$ cat config.mk
export PLATFORM = sky130hd
export DESIGN_NAME = charge_unit_servicer
export DESIGN_NICKNAME = d
export VERILOG_FILES = /design/src/rtl/charge_unit_servicer.sv
export SDC_FILE = /design/constraint.sdc
export NUM_CORES = 1
export LEC_CHECK = 0
export BUFFER_PORTS_ARGS = -buffer_cell sky130_fd_sc_hd__clkbuf_2
export CORE_UTILIZATION = 50
export DETAILED_ROUTE_END_ITERATION = 10
export HOLD_SLACK_MARGIN = 0.12
export PLACE_DENSITY = 0.77
export SYNTH_ARGS = -nofsm -noshare
export SYNTH_HDL_FRONTEND = slang
export SYNTH_SLANG_ARGS = --single-unit
$ cat constraint.sdc
create_clock -name clk -period 3.3 [get_ports clk]
set_input_delay 0.495 -clock clk [delete_from_list [all_inputs] [get_ports clk]]
set_output_delay 0.495 -clock clk [all_outputs]
set_load 0.05 [all_outputs]
$ cat src/rtl/charge_unit_servicer.sv
module charge_unit_servicer #(
  parameter int ACC_W  = 32,
  parameter int CNT_W  = 32,
  parameter int CLRW_W = 16,
  parameter int TMO_W  = 32
) (
  input  logic                    clk,
  input  logic                    rst_n,
  input  logic                    shutdown,
  input  logic                    irq_n_in,
  input  logic                    pol_in,
  input  logic [CLRW_W-1:0]       clr_width,
  input  logic [TMO_W-1:0]        svc_timeout,
  output logic                    clr_n,
  output logic signed [ACC_W-1:0] acc,
  output logic [CNT_W-1:0]        chg_count,
  output logic [CNT_W-1:0]        dis_count,
  output logic                    overrun,
  output logic                    saturated
);

  localparam logic signed [ACC_W-1:0] ACC_MAX = {1'b0, {(ACC_W-1){1'b1}}};
  localparam logic signed [ACC_W-1:0] ACC_MIN = {1'b1, {(ACC_W-1){1'b0}}};
  localparam logic signed [ACC_W-1:0] ONE     = {{(ACC_W-1){1'b0}}, 1'b1};

  typedef enum logic [1:0] {S_ARMED, S_CLEAR, S_REARM} state_t;

  state_t            st;
  logic [1:0]        irq_sync, pol_sync;
  logic              irq_prev;
  logic [CLRW_W-1:0] clr_cnt;
  logic [TMO_W-1:0]  timer;

  wire irq_s = irq_sync[1];
  wire pol_s = pol_sync[1];
  wire take  = (st == S_ARMED) && !shutdown && irq_prev && !irq_s;
  wire [CLRW_W-1:0] eff_w = (clr_width == '0) ? CLRW_W'(1) : clr_width;
  wire rearm_now = (st == S_REARM) && irq_s;

  always_ff @(posedge clk or negedge rst_n) begin
    if (!rst_n) begin
      irq_sync <= 2'b11;
      pol_sync <= 2'b00;
      irq_prev <= 1'b1;
    end else begin
      irq_sync <= {irq_sync[0], irq_n_in};
      pol_sync <= {pol_sync[0], pol_in};
      irq_prev <= shutdown ? 1'b1 : irq_s;
    end
  end

  always_ff @(posedge clk or negedge rst_n) begin
    if (!rst_n) begin
      st        <= S_ARMED;
      clr_n     <= 1'b1;
      clr_cnt   <= '0;
      timer     <= '0;
      acc       <= '0;
      chg_count <= '0;
      dis_count <= '0;
      overrun   <= 1'b0;
      saturated <= 1'b0;
    end else begin
      case (st)
        S_ARMED: if (take) begin
          st      <= S_CLEAR;
          clr_n   <= 1'b0;
          clr_cnt <= CLRW_W'(1);
          timer   <= TMO_W'(1);
          if (pol_s) begin
            chg_count <= chg_count + CNT_W'(1);
            if (acc == ACC_MAX) saturated <= 1'b1;
            else                acc       <= acc + ONE;
          end else begin
            dis_count <= dis_count + CNT_W'(1);
            if (acc == ACC_MIN) saturated <= 1'b1;
            else                acc       <= acc - ONE;
          end
        end
        S_CLEAR: begin
          if (clr_cnt >= eff_w) begin
            clr_n <= 1'b1;
            st    <= S_REARM;
          end else begin
            clr_cnt <= clr_cnt + CLRW_W'(1);
          end
        end
        S_REARM: if (irq_s) st <= S_ARMED;
        default: st <= S_ARMED;
      endcase

      if (st != S_ARMED && !rearm_now) begin
        if (timer != '1) timer <= timer + TMO_W'(1);
        if (timer >= svc_timeout) overrun <= 1'b1;
      end
    end
  end

  logic [CLRW_W:0] a_low_run;
  always_ff @(posedge clk or negedge rst_n) begin
    if (!rst_n)                          a_low_run <= '0;
    else if (clr_n)                      a_low_run <= '0;
    else if (a_low_run != '1)            a_low_run <= a_low_run + (CLRW_W+1)'(1);
  end

  assert_clear_follows_take_R1: assert property (@(posedge clk) disable iff (!rst_n)
    take |=> !clr_n);

  assert_clear_min_width_R3: assert property (@(posedge clk) disable iff (!rst_n)
    $rose(clr_n) |-> (a_low_run >= {1'b0, eff_w}));

  assert_no_recount_while_low_R4: assert property (@(posedge clk) disable iff (!rst_n)
    (st == S_REARM && !irq_s) |=> ($stable(chg_count) && $stable(dis_count)));

  assert_overrun_sticky_R5: assert property (@(posedge clk) disable iff (!rst_n)
    overrun |=> overrun);

  assert_no_wrap_high_R6: assert property (@(posedge clk) disable iff (!rst_n)
    (acc == ACC_MAX) |=> (acc == ACC_MAX || acc == ACC_MAX - ONE));

  assert_no_wrap_low_R6: assert property (@(posedge clk) disable iff (!rst_n)
    (acc == ACC_MIN) |=> (acc == ACC_MIN || acc == ACC_MIN + ONE));

  assert_saturated_sticky_R6: assert property (@(posedge clk) disable iff (!rst_n)
    saturated |=> saturated);

  assert_shutdown_freeze_R7: assert property (@(posedge clk) disable iff (!rst_n)
    (shutdown && st == S_ARMED) |=> ($stable(acc) && clr_n));

endmodule

==> results.md <==
- Worst Hold Class: in -> reg
- Fillers: 1606
- Mux contribution to synthesized area: 1.26%
- Seq pwr share: around a third
- Seq. cell area: 3860 um^2
- Post-synthesis sequential area ratio: between 30% and 40%
- Top post-synthesis cells by area: dfrtp_1, ha_1, xnor2_1
- Via count: 8464
- Final hold violation count: 0
- Comb power frac: ~43%
- Worst-Margin Slew: between 0.7 and 0.8 ns
- Number of global-route vias before repair: 8158
- Core Area: 19000 um^2
- Max Clock Skew: 0.0150 ns
- Final hold slack: 0.203 ns
- Ys async rst share: 100%
- CTS max path bufs: 2
- I/O Pins: 152
- 1st-pass router iterations: 5
- CTS Sinks: 154
- Critical Path AT: 3.42 ns
- Global-route wire length before repair: approximately 40 mm
- # nets final: between 1000 and 1500
- Simple-gate share of the synthesized area: 21.5%
- RR Startpoint: pol_sync[1]
- Reg clk slew, reported paths: 0.07 ns
- Post-Synth XOR/XNOR Area: 8.24%
- Crit end category: flop
- Setup crit start: pol_sync[1]
- Net Sw Frac: 45.0%
- Worst Hold Launch: irq_n_in
- Cells along the critical path: clkinvlp_4 > buf_4 > ha_4 > o21ai_0 > or4b_4 > a2bb2oi_1 > o41ai_1 > buf_4 > nor3_1 > o21ai_0 > a22o_1 > o31ai_1
- Initial DRC count: 348
- N_diodes: 0
- Outcome: finished clean
- Most frequent cell after synthesis: dfrtp_1
- Compound-Gate Fraction of Synth Area: between 15 and 20%
- Clock power share: 23.9%
- Number of flops mapped to enable cells by yosys: 0
- Worst EP required: 3.62 ns
- Final min period: 3.10 ns
- Chip Width: 142 um
- Cell Rows: 50
- Initial antenna violation count: 0
- H-Tree Depth: 4
- Worst setup SP type: flop
- Root buf cell: clkbuf_16
- Share of layout cells above drive strength 1: 19.5%
- Port bufs: 151
- Placed insts: approximately 1500
- Max-slew headroom: 51.0%
- Main combinational cell family by area after synthesis: simple AND/OR/NAND/NOR gates
- Drt total wl: 23.4 mm
- Adder-Cell Fraction of Synth Area: 10.7%
- Die height: 142 um
- Starting density of the core: 51.5%
- CTS tree: yes
- Top cells by count, synth: dfrtp_1, nand2_1, ha_1
- Footprint of the multi-input gates: approximately 5700 um^2
- RSZ-0062 raised after global routing: false
- Syn Inst Count: 1071
- Synth cell types: between 70 and 80
- Setup violators final: 0
- Die area: 20100 um^2
- Top cell family by delay on the critical path: compound AO/OA/AOI/OAI gates
- Synth warn: 0
- Synth Net Count: 1207
- Pwr/cell area: approximately 700 nW/um^2
- Tot Pwr: 8200 uW
- Max Fanout on Critical Path: 11
- Routed vias/inst: 5.61
- Synth Flop Type: dfrtp_1
- Pleak: 0.00586 uW
- CTS Buf Count: 17
- Final non-filler cell total: 1508
- Setup Fix Bufs, Post-CTS: 0
- Clock latency on the worst-skew pair: 0.43 ns
- Average size of a mapped cell: 9.12 um^2
- Top-area cell type share of the netlist area: 38.4%
- Routed Antenna Nets: 0
- FF+latch count, synth: approximately 150
- Post-synth top area cell: dfrtp_1
- Fmax: 323 MHz
- Int Pwr: 4510 uW
- Max-cap viol count: 0
- CP peak stage delay: about 0.4 ns
- Tot GR Track Use: between 20% and 30%
- Synth-to-Final Area Change: 18.9%
- Post-Syn Area: 9770 um^2
- Detailed Place HPWL: about 17 mm
- Final GP Congestion: 0.906
- Worst vdd ir: 706 uV
- Period utilization: 93.8%
- Slowest CP cell: dfrtp_1
- Final number of max-transition violations: 0
- Net switching power figure: 3690 uW
- Setup CP Type: reg -> reg
- GR Overflow Total: 0
- Buf/Inv on CP: 3
- Drt drc: 0
- Routed length per instance: 15.5 um
- Largest net degree at the start of global routing: 67
final timing paths:
check                                endpoint  slack [ns]  cells past startpoint
worst min register to register    irq_sync[1]        0.36                      0
min in group asynchronous       chg_count[23]        0.61                      2
max in group asynchronous             acc[24]        1.82                      3
worst max register to register        acc[26]        0.20                     12
worst max-delay path                  acc[26]        0.20                     12
worst min-delay path              irq_sync[0]        0.20                      1
flip-flops by register name, indices dropped and copies added, names as in the netlist:
signal     count
acc           32
chg_count     32
clr_cnt       16
clr_n          1
dis_count     32
irq_prev       1
irq_sync       2
overrun        1
pol_sync       2
saturated      1
st             2
timer         32
metal layers:
layer  global-route usage (%)  part of all wire, %
met4                     6.62                  1.4
met1                     31.7                   45
met5                        0                    0
met2                     41.3                   49
met3                     3.91                  4.7
power by group through the flow:
stage	sequential, uW	combinational, uW	clock, uW
after floorplan	3350	1930	0
after global placement	2690	3440	0
after detailed placement	2710	3500	0
after CTS	2670	3530	2000
after global routing	2740	3900	2080
final	2680	3560	1960
kinds of logic after synthesis:
family / Yosys count
xor+xnor: 91
simple gates: 404
flops: 154
compound gates: 232
mux: 12
fa+ha+maj: 83
buf+inv: 95
per-stage QoR:
stage	setup TNS (ns)	utilization [%]	cell area (um^2)	worst slack, ns
finish	0	61.3	11600	0.204
global route	0	61.3	11600	0.0152
CTS	0	61.1	11600	0.236
detailed placement	0	58.0	11000	0.276
global placement	0	58.0	11000	0.320
floorplan	-0.0112	-	9880	-0.0112
placed cells by master, fill, tap and decap left out, types with 10 or more instances in the layout:
master	count
a21o_1	23
o21ai_0	63
dfrtp_1	150
nand4_1	36
nor2_1	61
nor4_1	17
o21a_1	12
and4_1	10
clkbuf_2	150
ha_1	75
inv_1	70
xnor2_1	56
and3_1	26
o31ai_1	13
a21oi_1	62
nand3_1	56
a211oi_1	11
buf_4	14
and2_1	11
mux2i_1	10
o211ai_1	11
clkbuf_16	17
xor2_1	34
or3_1	10
nor3_1	13
nand2_1	120
layout make-up:
cell class | count | area share, %
clock inverter | 14 | 1.27
sequential | 154 | 33.2
clock buffer | 18 | 3.78
inverter | 72 | 2.36
tap | 260 | 2.80
timing repair buffer | 168 | 7.82
multi-input combinational | 822 | 48.7
repair_timing:
| item | 4_1_cts | 5_1_grt |
|---|---|---|
| hold endpoints to repair | 54 | 0 |
| hold buffers | 1 | 0 |
| setup endpoints to repair | 0 | 3 |
| gates resized for setup | 0 | 6 |
Note: power is estimated with default switching activity, not from simulation.
